## config.mk

```make
export PLATFORM = sky130hd
export DESIGN_NAME = lpm_entry_ctrl
export DESIGN_NICKNAME = d
export VERILOG_FILES = /design/src/rtl/lpm_pkg.sv /design/src/rtl/lpm_entry_decode.sv /design/src/rtl/lpm_mode_fsm.sv /design/src/rtl/lpm_clk_ctrl.sv /design/src/rtl/lpm_entry_ctrl.sv
export SDC_FILE = /design/constraint.sdc
export NUM_CORES = 1
export LEC_CHECK = 0
export CAP_MARGIN = 5
export CORE_AREA = 2 2 39 41
export DETAILED_ROUTE_END_ITERATION = 12
export DIE_AREA = 0 0 41 43
export PLACE_DENSITY = 0.71
export SLEW_MARGIN = 15
export SYNTH_ARGS = -nofsm -noshare
export SYNTH_HDL_FRONTEND = slang
export SYNTH_SLANG_ARGS = --single-unit
```

## constraint.sdc

```tcl
create_clock -name clk -period 1.4 [get_ports clk]
set_input_delay 0.21 -clock clk [delete_from_list [all_inputs] [get_ports clk]]
set_output_delay 0.21 -clock clk [all_outputs]
set_load 0.01 [all_outputs]
```

## src/rtl/lpm_pkg.sv

```systemverilog
// Package lpm_pkg
// Shared state type and mode codes for the low-power entry controller.
// Assumes a single controller clock domain.
package lpm_pkg;

    typedef enum logic [2:0] {
        ST_RUN   = 3'd0,
        ST_SLEEP = 3'd1,
        ST_PEND  = 3'd2,
        ST_STOP  = 3'd3,
        ST_WAKE  = 3'd4
    } lpm_state_e;

    localparam int MODE_W = 2;
    localparam logic [MODE_W-1:0] MODE_RUN   = 2'b00;
    localparam logic [MODE_W-1:0] MODE_SLEEP = 2'b01;
    localparam logic [MODE_W-1:0] MODE_PEND  = 2'b10;
    localparam logic [MODE_W-1:0] MODE_STOP  = 2'b11;

endpackage

```

## src/rtl/lpm_entry_decode.sv

```systemverilog
// Module lpm_entry_decode
// Combinational choice of target mode from the entry strobes and control bits.
// Assumes strobes are single-cycle pulses; only consulted while in run.
module lpm_entry_decode (
    input  logic wfi_i,
    input  logic wfe_i,
    input  logic exc_ret_i,
    input  logic deep_i,
    input  logic soe_i,
    output logic go_sleep_o,
    output logic go_pend_o,
    output logic kind_evt_o
);

    logic wfi_now;

    // Decide between sleep, stop request and no entry, and the wake source.
    always_comb begin
        wfi_now    = wfi_i && !soe_i;
        go_pend_o  = deep_i && (wfi_i || wfe_i);
        go_sleep_o = !deep_i && (wfi_now || wfe_i || (exc_ret_i && soe_i));
        if (deep_i)
            kind_evt_o = !wfi_i;
        else
            kind_evt_o = !wfi_now && wfe_i;
    end

endmodule

```

## src/rtl/lpm_mode_fsm.sv

```systemverilog
// Module lpm_mode_fsm
// Mode sequencer: run, sleep, stop-pending, stop and oscillator wait.
// Records the wake source at entry and samples the regulator choice at stop entry.
// Assumes busy flags and wake inputs are synchronous to clk.
module lpm_mode_fsm
    import lpm_pkg::*;
(
    input  logic       clk,
    input  logic       rst_n,
    input  logic       go_sleep_i,
    input  logic       go_pend_i,
    input  logic       kind_evt_i,
    input  logic       lpreg_i,
    input  logic       flash_busy_i,
    input  logic       bus_busy_i,
    input  logic       irq_i,
    input  logic       evt_i,
    input  logic       osc_rdy_i,
    output lpm_state_e state_o,
    output logic       lp_o
);

    lpm_state_e st_q, st_d;
    logic       evt_q, evt_d;
    logic       lp_q, lp_d;
    logic       wake;
    logic       idle;

    // Wake condition follows the source recorded at entry.
    always_comb begin
        wake = evt_q ? evt_i : irq_i;
        idle = !flash_busy_i && !bus_busy_i;
    end

    // Next-state and side register selection.
    always_comb begin
        st_d  = st_q;
        evt_d = evt_q;
        lp_d  = lp_q;
        case (st_q)
            ST_RUN: begin
                if (go_pend_i) begin
                    st_d  = ST_PEND;
                    evt_d = kind_evt_i;
                end else if (go_sleep_i) begin
                    st_d  = ST_SLEEP;
                    evt_d = kind_evt_i;
                end
            end
            ST_SLEEP: if (wake) st_d = ST_RUN;
            ST_PEND: begin
                if (wake) begin
                    st_d = ST_RUN;
                end else if (idle) begin
                    st_d = ST_STOP;
                    lp_d = lpreg_i;
                end
            end
            ST_STOP: if (wake) st_d = ST_WAKE;
            ST_WAKE: if (osc_rdy_i) st_d = ST_RUN;
            default: st_d = ST_RUN;
        endcase
    end

    // State registers with synchronous reset.
    always_ff @(posedge clk) begin
        if (!rst_n) begin
            st_q  <= ST_RUN;
            evt_q <= 1'b0;
            lp_q  <= 1'b0;
        end else begin
            st_q  <= st_d;
            evt_q <= evt_d;
            lp_q  <= lp_d;
        end
    end

    assign state_o = st_q;
    assign lp_o    = lp_q;

    // pending holds while a busy flag is up and no wake arrives.
    p_pend_hold_r6: assert property (@(posedge clk) disable iff (!rst_n)
        (st_q == ST_PEND && (flash_busy_i || bus_busy_i) && !(evt_q ? evt_i : irq_i))
        |=> st_q == ST_PEND);

    // sleep ends at the edge where the recorded source is active.
    p_sleep_wake_r4: assert property (@(posedge clk) disable iff (!rst_n)
        (st_q == ST_SLEEP && (evt_q ? evt_i : irq_i)) |=> st_q == ST_RUN);

    // clocks stay gated until the oscillator reports ready.
    p_osc_wait_r9: assert property (@(posedge clk) disable iff (!rst_n)
        (st_q == ST_WAKE && !osc_rdy_i) |=> st_q == ST_WAKE);

    // regulator choice is the value present at the stop-entry edge.
    p_lp_sample_r7: assert property (@(posedge clk) disable iff (!rst_n)
        (st_q == ST_PEND && idle && !(evt_q ? evt_i : irq_i))
        |=> (st_q == ST_STOP && lp_q == $past(lpreg_i)));

endmodule

```

## src/rtl/lpm_clk_ctrl.sv

```systemverilog
// Module lpm_clk_ctrl
// Drives clock gates, oscillator and PLL enables and the regulator request
// from the current mode. Holds the software-started PLL and external
// oscillator enables, which are dropped by stop.
module lpm_clk_ctrl
    import lpm_pkg::*;
(
    input  logic              clk,
    input  logic              rst_n,
    input  lpm_state_e        state_i,
    input  logic              lp_i,
    input  logic              pll_start_i,
    input  logic              hse_start_i,
    output logic              core_clk_en_o,
    output logic              per_clk_en_o,
    output logic              pll_en_o,
    output logic              hsi_en_o,
    output logic              hse_en_o,
    output logic              reg_lp_o,
    output logic [MODE_W-1:0] mode_o
);

    logic awake;
    logic pll_q, hse_q;

    // Domain is clocked in run, sleep and stop-pending.
    assign awake = (state_i == ST_RUN) || (state_i == ST_SLEEP) || (state_i == ST_PEND);

    // Software start latches, cleared once stop is reached.
    always_ff @(posedge clk) begin
        if (!rst_n) begin
            pll_q <= 1'b0;
            hse_q <= 1'b0;
        end else if (!awake) begin
            pll_q <= 1'b0;
            hse_q <= 1'b0;
        end else begin
            if (pll_start_i) pll_q <= 1'b1;
            if (hse_start_i) hse_q <= 1'b1;
        end
    end

    // Output decode from mode.
    always_comb begin
        core_clk_en_o = (state_i == ST_RUN);
        per_clk_en_o  = awake;
        pll_en_o      = pll_q && awake;
        hse_en_o      = hse_q && awake;
        hsi_en_o      = (state_i != ST_STOP);
        reg_lp_o      = (state_i == ST_STOP) && lp_i;
        case (state_i)
            ST_RUN:   mode_o = MODE_RUN;
            ST_SLEEP: mode_o = MODE_SLEEP;
            ST_PEND:  mode_o = MODE_PEND;
            default:  mode_o = MODE_STOP;
        endcase
    end

    // after stop, PLL and external oscillator remain off until restarted.
    p_pll_off_after_r9: assert property (@(posedge clk) disable iff (!rst_n)
        (state_i == ST_WAKE) |-> (!pll_q && !hse_q));

    // start pulses ignored outside the awake modes.
    p_start_ignored_r10: assert property (@(posedge clk) disable iff (!rst_n)
        (!awake && pll_start_i) |=> !pll_q);

endmodule

```

## src/rtl/lpm_entry_ctrl.sv

```systemverilog
// Module lpm_entry_ctrl
// Top of the low-power mode entry controller: entry decode, mode sequencer
// and clock/oscillator control. Assumes all inputs synchronous to clk.
module lpm_entry_ctrl
    import lpm_pkg::*;
(
    input  logic       clk,
    input  logic       rst_n,
    input  logic       wfi_i,
    input  logic       wfe_i,
    input  logic       exc_ret_i,
    input  logic       deep_i,
    input  logic       soe_i,
    input  logic       lpreg_i,
    input  logic       flash_busy_i,
    input  logic       bus_busy_i,
    input  logic       irq_i,
    input  logic       evt_i,
    input  logic       osc_rdy_i,
    input  logic       pll_start_i,
    input  logic       hse_start_i,
    output logic       core_clk_en_o,
    output logic       per_clk_en_o,
    output logic       pll_en_o,
    output logic       hsi_en_o,
    output logic       hse_en_o,
    output logic       reg_lp_o,
    output logic [1:0] mode_o
);

    logic       go_sleep, go_pend, kind_evt, lp;
    lpm_state_e state;

    lpm_entry_decode u_decode (
        .wfi_i      (wfi_i),
        .wfe_i      (wfe_i),
        .exc_ret_i  (exc_ret_i),
        .deep_i     (deep_i),
        .soe_i      (soe_i),
        .go_sleep_o (go_sleep),
        .go_pend_o  (go_pend),
        .kind_evt_o (kind_evt)
    );

    lpm_mode_fsm u_fsm (
        .clk          (clk),
        .rst_n        (rst_n),
        .go_sleep_i   (go_sleep),
        .go_pend_i    (go_pend),
        .kind_evt_i   (kind_evt),
        .lpreg_i      (lpreg_i),
        .flash_busy_i (flash_busy_i),
        .bus_busy_i   (bus_busy_i),
        .irq_i        (irq_i),
        .evt_i        (evt_i),
        .osc_rdy_i    (osc_rdy_i),
        .state_o      (state),
        .lp_o         (lp)
    );

    lpm_clk_ctrl u_clk (
        .clk           (clk),
        .rst_n         (rst_n),
        .state_i       (state),
        .lp_i          (lp),
        .pll_start_i   (pll_start_i),
        .hse_start_i   (hse_start_i),
        .core_clk_en_o (core_clk_en_o),
        .per_clk_en_o  (per_clk_en_o),
        .pll_en_o      (pll_en_o),
        .hsi_en_o      (hsi_en_o),
        .hse_en_o      (hse_en_o),
        .reg_lp_o      (reg_lp_o),
        .mode_o        (mode_o)
    );

    // stop keeps every clock and source off.
    p_stop_dark_r5: assert property (@(posedge clk) disable iff (!rst_n)
        (mode_o == 2'b11 && !hsi_en_o) |-> (!core_clk_en_o && !per_clk_en_o && !pll_en_o && !hse_en_o));

    // regulator request only in stop.
    p_reg_lp_only_stop_r7: assert property (@(posedge clk) disable iff (!rst_n)
        reg_lp_o |-> (mode_o == 2'b11 && !hsi_en_o));

endmodule

```

Word-level counts from Yosys, hierarchy flattened
Cells that the tools add are included.

operators by class
  muxes and demuxes = 13
  equality and inequality tests = 10
  reductions and logical operators = 26
  bitwise operators = 1

operator list
  operator              number
  $mux W3               7
  $pmux W3 S5           1
  $logic_and A1 B1 Y1   9
  $eq A3 B2 Y1 const B  2
  $logic_not A1 Y1      6
  $ne A2 B2 Y1 const B  3
  $pmux W2 S3           1
  $logic_or A1 B1 Y1    5
  $reduce_and A5 Y1     1
  $mux W1               4
  $reduce_and A2 Y1     2
  $eq A3 B1 Y1 const B  1
  $eq A3 B3 Y1 const B  1
  $logic_not A3 Y1      1
  $ne A3 B1 Y1 const B  1
  $ne A3 B2 Y1 const B  1
  $ne A3 B3 Y1 const B  1
  $reduce_and A3 Y1     1
  $reduce_bool A2 Y1    1
  $not A1 Y1            1

word-level totals
  word-level logic and storage cells = 55
  bits in registers = 7
  input port bits = 15

Logic depth before layout (Yosys ltp)
Gate-level depths: netlist (run 1).

  word-level depth = 8
  gate-level depth with buffers = 5
  mapped depth without buffers = 4

Hierarchy
From an unflattened synthesis (run 1), not the netlist that was laid out.

second synthesis, totals
  cells, all modules = 50
  area total of the unflattened synthesis = 452.9 sq um

by module, submodules not included
  module            instances  area an instance (sq um)  cells an instance
  lpm_mode_fsm      1          267.8                     27
  lpm_clk_ctrl      1          143.9                     16
  lpm_entry_decode  1          41.3                      7

Least setup slack after synthesis (run 1)
No wires, ideal clock.

  path type = register to register
  start = reg u_fsm.st_q[2] (netlist: u_fsm.state_o[2])
  end = reg u_fsm.st_q[0] (netlist: u_fsm.state_o[0])
  path slack = 0.204 ns
  required time = 1.272 ns
  arrival time = 1.068 ns
  library setup time = 0.128 ns
  buffers on the path = 1
  cell stages (with the launch flop) = 6
  cell sequence = dfxtp_1 > buf_6 > nor2_1 > inv_2 > o41ai_4 > nor3_1

on the way
  longest elaborated chain between the ends = 3

RTL lines
  item                                                  line                RTL
  from (decl)                                           lpm_mode_fsm.sv:23  lpm_state_e st_q, st_d;
  from (signal assigned)                                lpm_mode_fsm.sv:72  st_q <= st_d;
  $eq A3 B2 Y1, or another cell as far along            lpm_mode_fsm.sv:40  case (st_q)
  $ne A3 B3 Y1 (no line), or another cell as far along  -
  $reduce_and A5 Y1 (no line)                           -

Several ways; a longest one is shown, not always the timed one.
A chain may end at the register's enable or synchronous reset.

Final worst setup path (run 1)
  start = reg u_fsm.st_q[2] (netlist: u_fsm.state_o[2])
  end = out mode_o[0]

on the way
  longest elaborated chain between the ends = 2

RTL lines
  item                                        line                  RTL
  $eq A3 B2 Y1, or another cell as far along  lpm_clk_ctrl.sv:51    case (state_i)
  $pmux W2 S3 (*)                             lpm_clk_ctrl.sv:51
  to (decl)                                   lpm_entry_ctrl.sv:28  output logic [1:0] mode_o

Every way passes the cells marked *; elsewhere a longest branch is shown, timed or not.

==> summary.txt, run 1 <==
Synthesis
  • Syn_area_per_cell: 9.07 um2
  • Mapped Nets: 68
  • Yosys Warn Count: 0
  • Post-synth cell types: 28
  • Dominant cell type by area after synthesis: dfxtp_1
  • Share of the yosys chip area belonging to registers: 0.292
  • Top_reg_cell synth: dfxtp_1
  • Top cell type's share of synthesized area: 0.292
  • Post-synth EDFFs: 0
  • Async set-or-reset flop fraction in the synthesized netlist: 0
  • Flops & latches, synth: 7
  • Syn Inst Count: 53
  • Mapped cell area: 480 um2
  • Top cells by area, synth: dfxtp_1 (29%), mux2i_1 (6.3%), nor2_1 (6.3%)

Clock tree
  • CTS tree: yes
  • Max Buffers Root-to-Sink: 2
  • CTS Sinks: 7
  • Clock slew at reported path FFs: 0.05 ns
  • Num CTS Buffers: 3
  • Root Driver: clkbuf_4
  • Htree depth: 1
  • Hold Buf Count CTS: 0
  • Skew-Pair Late Insertion Delay: 0.25 ns

Critical path
  • Arrival @ worst endpoint: 1.12 ns
  • Top delay family on crit path: buffers and inverters
  • Critical path type: register to primary output
  • Setup crit start: u_fsm.state_o[2]
  • Reg2reg start: u_fsm.state_o[1]
  • CP Capture Point: mode_o[0]
  • CP cell instances: buf_4 > nor2_4 > inv_2 > clkdlybuf4s15_1
  • Max FO, Critical Path: 5
  • Crit path launch type: register
  • Required @ worst endpoint: 1.19 ns
  • Critical path depth: 4
  • R2r worst-path depth: 6
  • Reg2reg end: u_fsm.state_o[1]
  • CP endpoint kind: primary output
  • Slowest CP cell: dfxtp_2
  • Max incr delay on CP: 0.34 ns
  • Slack of the worst reg-to-reg path: 0.11 ns
  • CP Buf/Inv Count: 3

Floorplan
  • Die Footprint: 0.00176 mm2
  • Die height: 43 um
  • CORE AREA: 0.00138 mm2
  • # IOs: 23
  • Num rows: 14
  • Initial Util: 0.347
  • Die width: 41 um

Routing
  • DRT iter0 DRCs: 9
  • Vias per Instance: 4.86
  • Via count: 525
  • WL/cell: 12.1 um
  • TritonRoute pass-1 iters: 4
  • Residual DRC count: 0
  • Final ANT Viol Nets: 0
  • Final WL: 1310 um

Final layout
  • Nets: 108
  • Final cell count without fillers: 108
  • Synthesis-to-layout area growth: 76.8%
  • Ant diodes: 0
  • Commonest cells after routing, fill and taps aside: buf_4 (14), clkdlybuf4s50_1 (12), nor2_1 (7)
  • Sequential Area: 143 um2
  • Fillcell total: 125
  • Leading cell type in the layout, fill and taps excluded: buf_4
  • Share of cells above drive strength 1: 0.391
  • Area of the multi-input gates: 338 um2
  • Post-Route Utilization: 0.614

Global routing
  • Global-route wire length before repair: 2140 um
  • Vias in the first global route: 527
  • All-Layer GR Usage: 0.175
  • Initial antenna violation count: 0
  • Largest net degree at the start of global routing: 10
  • Total grt overflow: 0

STA
  • Setup-failing EPs final: 0
  • Hold_ws: 0.454 ns
  • Max Clk Rate: 0.750 GHz
  • Clk_skew: 0.00717 ns
  • Slew of the pin with the lowest slew margin: 0.293 ns
  • Final hold violations: 0
  • Fin crit share: 0.953
  • Final Worst Setup Slack: 0.0660 ns
  • RSZ-0062 raised after global routing: false
  • Slew Viols, Final: 0
  • Slew HR: 0.800
  • Min Clock Period, post-route: 1.33 ns

Placed design
  • Cell count after placement: 102
  • Port bufs: 22
  • GP Congestion: 0.772
  • Setup WS pre-CTS: -0.270 ns
  • HPWL after detailed placement: 1050 um

Min path
  • Hold Crit Class: register to register

Outcome
  • Outcome: finished, final reports clean

Power
  • VDD IR max: 691 uV
  • Total power draw: 0.856 mW
  • Lkg Pwr: 0.395 nW
  • PD cells: 1010 mW/mm2

Run
  • Max Cap Violations: 0
==> layout make-up <==
class / count / area share
clock buffers: 4 / 0.0309
multi-input cells: 42 / 0.398
well taps: 16 / 0.0236
inverters: 2 / 0.00884
repair buffers: 37 / 0.371
flip-flops and latches: 7 / 0.168
==> cell usage after synthesis (2+ instances only) <==
library cell,n
dfxtp_1,7
nor2b_1,2
nand2_1,4
o21ai_1,2
nor2_1,8
o211ai_1,2
mux2i_1,3
and2_1,3
o221ai_1,3
==> report_power, final <==
part / switching, mW / leakage (nW) / internal (mW)
clock: 0.0767 / 0.0150 / 0.109
combinational: 0.179 / 0.322 / 0.243
sequential: 0.0228 / 0.0585 / 0.225
total: 0.279 / 0.395 / 0.577
==> what timing repair did <==
item | in CTS | in global routing
buffers inserted | 1 | 1
resized for setup | 24 | 10
cloned | 0 | 0
endpoints found under the setup margin | 9 | 8
pin swaps | 1 | 4
==> worst min path at each step <==
stage                           start           to  slack (ns)  cells past startpoint
after floorplan           hse_start_i  u_clk.hse_q        0.33                      2
after global placement    u_clk.hse_q  u_clk.hse_q        0.45                      2
after detailed placement  u_clk.hse_q  u_clk.hse_q        0.45                      2
after CTS                 u_clk.hse_q  u_clk.hse_q        0.46                      2
after global routing           deep_i  u_fsm.evt_q        0.48                      4
final                     u_clk.hse_q  u_clk.hse_q        0.45                      2
==> state kept, by name, indices dropped and copies added, names as in the netlist <==
signal / count
u_fsm.evt_q: 1
u_clk.pll_q: 1
u_clk.hse_q: 1
u_fsm.state_o: 3
u_fsm.lp_o: 1
==> cells by family (layout without fill, tap and decap cells) <==
group | Yosys count | after routing | synth area share
and+or+nand+nor | 27 | 27 | 0.326
AOI/OAI and AO/OA | 10 | 10 | 0.190
buffers and inverters | 4 | 43 | 0.0703
DFF | 7 | 7 | 0.292
muxes | 5 | 5 | 0.122
==> per-stage QoR <==
step,instance area [um2],TNS [ns]
CTS,843,-0.0101
floorplan,480,0
finish,850,0
global route,850,0
detailed placement,792,-0.996
global placement,792,-0.890
==> routing by layer <==
metal,track usage,vias up,share of wire
li1,-,271,-
met1,0.215,241,0.45
met2,0.300,13,0.51
met3,0.0314,0,0.035
met4,0.0400,0,0
met5,0,-,0
==> worst min-delay path, cell delays in order, from the launching register on <==
cell	delay, ns
dfxtp_1	0.31
nor2_1	0.04
nor2_1	0.06
No activity file was read; power rests on OpenSTA's default activity.
==> run 2, diff against run 1 <==
--- a/config.mk
+++ b/config.mk
@@ -10,7 +10,6 @@
 export DETAILED_ROUTE_END_ITERATION = 12
 export DIE_AREA = 0 0 41 43
 export PLACE_DENSITY = 0.71
-export SLEW_MARGIN = 15
 export SYNTH_ARGS = -nofsm -noshare
 export SYNTH_HDL_FRONTEND = slang
 export SYNTH_SLANG_ARGS = --single-unit
==> results of run 2 <==
Final layout, timing and power as in run 1 (identical DEF).
==> run 3, diff against run 2 <==
--- a/config.mk
+++ b/config.mk
@@ -6,10 +6,10 @@
 export NUM_CORES = 1
 export LEC_CHECK = 0
 export CAP_MARGIN = 5
-export CORE_AREA = 2 2 39 41
+export CORE_UTILIZATION = 25
 export DETAILED_ROUTE_END_ITERATION = 12
-export DIE_AREA = 0 0 41 43
-export PLACE_DENSITY = 0.71
+export GPL_ROUTABILITY_DRIVEN = 0
+export PLACE_DENSITY = 0.53
 export SYNTH_ARGS = -nofsm -noshare
 export SYNTH_HDL_FRONTEND = slang
 export SYNTH_SLANG_ARGS = --single-unit
==> run 3 against run 2 <==
Clock skew rose by 0.0011 ns. Largest power group unchanged. Global-route usage fell by 3.1 points. Die area rose by 19%. Clock power barely moved. Critical endpoint is now reg_lp_o. Non-clock buffer count fell by 1. Total power fell by 0.64%. Sequential share of layout area barely moved. Critical path depth fell by 1.
==> summary.txt, run 3 (same netlist as run 1, synthesis figures left out) <==
Outcome
  • Outcome: finished, final reports clean

Placed design
  • HPWL after detailed placement: 1040 um
  • Port bufs: 22

Critical path
  • CP endpoint kind: primary output
  • Slack of the worst reg-to-reg path: 0.08 ns
  • Reg2reg start: u_fsm.state_o[2]
  • Crit path launch type: register
  • R2r worst-path depth: 6
  • Max FO, Critical Path: 3
  • Setup crit start: u_fsm.state_o[0]
  • Reg2reg end: u_fsm.state_o[1]
  • Required @ worst endpoint: 1.19 ns
  • Critical path type: register to primary output
  • Arrival @ worst endpoint: 1.17 ns

Min path
  • Hold Path Sink: u_clk.pll_q
  • Hold Crit Class: register to register
  • Hold path startpoint: u_clk.pll_q
  • Hold Path Stages: 2

Floorplan
  • Die width: 45.8 um
  • Num rows: 15
  • Initial Util: 0.272
  • Die Footprint: 0.00210 mm2
  • CORE AREA: 0.00176 mm2
  • # IOs: 23
  • Die height: 45.8 um

Power
  • Total power draw: 0.850 mW
  • Lkg Pwr: 0.378 nW
  • PD cells: 978 mW/mm2
  • VDD IR max: 484 uV

Final layout
  • Fillcell total: 190
  • Commonest cells after routing, fill and taps aside: clkdlybuf4s50_1 (12), buf_4 (11), nor2_1 (7)
  • Nets: 107
  • Ant diodes: 0
  • Max reg flops: 3
  • Post-Route Utilization: 0.493
  • Leading cell type in the layout, fill and taps excluded: clkdlybuf4s50_1
  • Synthesis-to-layout area growth: 81.0%
  • Share of cells above drive strength 1: 0.396

Global routing
  • Largest net degree at the start of global routing: 10
  • All-Layer GR Usage: 0.144
  • Total grt overflow: 0
  • Vias in the first global route: 500
  • Initial antenna violation count: 0
  • Global-route wire length before repair: 2130 um

STA
  • Min Clock Period, post-route: 1.38 ns
  • Slew Viols, Final: 0
  • Slew HR: 0.796
  • Fin crit share: 0.983
  • Setup-failing EPs final: 0
  • Max Clk Rate: 0.727 GHz
  • Final hold violations: 0
  • RSZ-0062 raised after global routing: true
  • Clk_skew: 0.00824 ns
  • Slew of the pin with the lowest slew margin: 0.305 ns

Routing
  • TritonRoute pass-1 iters: 2
  • Vias per Instance: 4.42
  • Final WL: 1270 um
  • Residual DRC count: 0
  • Final ANT Viol Nets: 0
  • Via count: 513
  • WL/cell: 10.9 um
  • DRT iter0 DRCs: 2

Clock tree
  • Clock slew at reported path FFs: 0.06 ns
  • CTS tree: yes
  • Root Driver: clkbuf_4
  • Htree depth: 1
  • Num CTS Buffers: 3
  • Max Buffers Root-to-Sink: 2
  • CTS Sinks: 7
  • Skew-Pair Late Insertion Delay: 0.25 ns

Run
  • Max Cap Violations: 0
==> run 3: stage by stage <==
step / area (um2) / worst slack [ns] / std cells / setup TNS [ns] / hold slack [ns]
6_report: 870 / 0.0240 / 116 / 0 / 0.462
5_1_grt: 870 / -0.0271 / 116 / -0.0760 / 0.494
4_1_cts: 867 / -0.0283 / 116 / -0.0283 / 0.469
3_5_place_dp: 803 / -0.280 / 111 / -1.05 / 0.458
3_3_place_gp: 803 / -0.235 / 111 / -0.985 / 0.447
2_1_floorplan: 480 / 0.204 / 53 / 0 / 0.326
==> run 3: power breakdown <==
group / internal, mW / leakage, nW / switching (mW) / total [mW]
clock network: 0.109 / 0.0150 / 0.0759 / 0.185
registers: 0.225 / 0.0591 / 0.0237 / 0.249
logic: 0.240 / 0.303 / 0.176 / 0.416
total: 0.574 / 0.378 / 0.276 / 0.850
==> run 3: how the worst max path moves through the flow <==
stage | endpoint | slack, ns
after floorplan | u_fsm.state_o[0] | 0.20
after global placement | u_fsm.state_o[0] | -0.24
after detailed placement | u_fsm.state_o[0] | -0.28
after CTS | pll_en_o | -0.03
after global routing | u_fsm.state_o[1] | -0.03
final | reg_lp_o | 0.02
==> run 3: worst max-delay path: stages (launching register included) <==
cell and delay [ns]:
dfxtp_2 0.37, nor2b_4 0.16, and3_1 0.17, clkdlybuf4s15_2 0.22
==> run 3: layout make-up <==
class | count | area (um2) | share of cell area
Clock buffer | 4 | 26.3 | 0.0302
Inverter | 2 | 7.51 | 0.00863
Multi-Input combinational cell | 42 | 338 | 0.388
Sequential cell | 7 | 146 | 0.168
Tap cell | 25 | 31.3 | 0.0360
Timing Repair Buffer | 36 | 320 | 0.368
==> run 3: repair_timing <==
action                                  4_1_cts  5_1_grt
gates resized for setup                      31        7
setup buffers                                 1        0
endpoints found under the setup margin       10        6
hold buffers                                  0        0
pin swaps                                     4        1
==> run 3: per-layer routing <==
metal | wire length [um] | part of all wire | vias to the layer above | GRT usage
li1 | - | - | 270 | -
met1 | 614 | 0.48 | 230 | 0.208
met2 | 597 | 0.47 | 13 | 0.208
met3 | 54 | 0.043 | 0 | 0.0278
met4 | 0 | 0 | 0 | 0.0529
met5 | 0 | 0 | - | 0
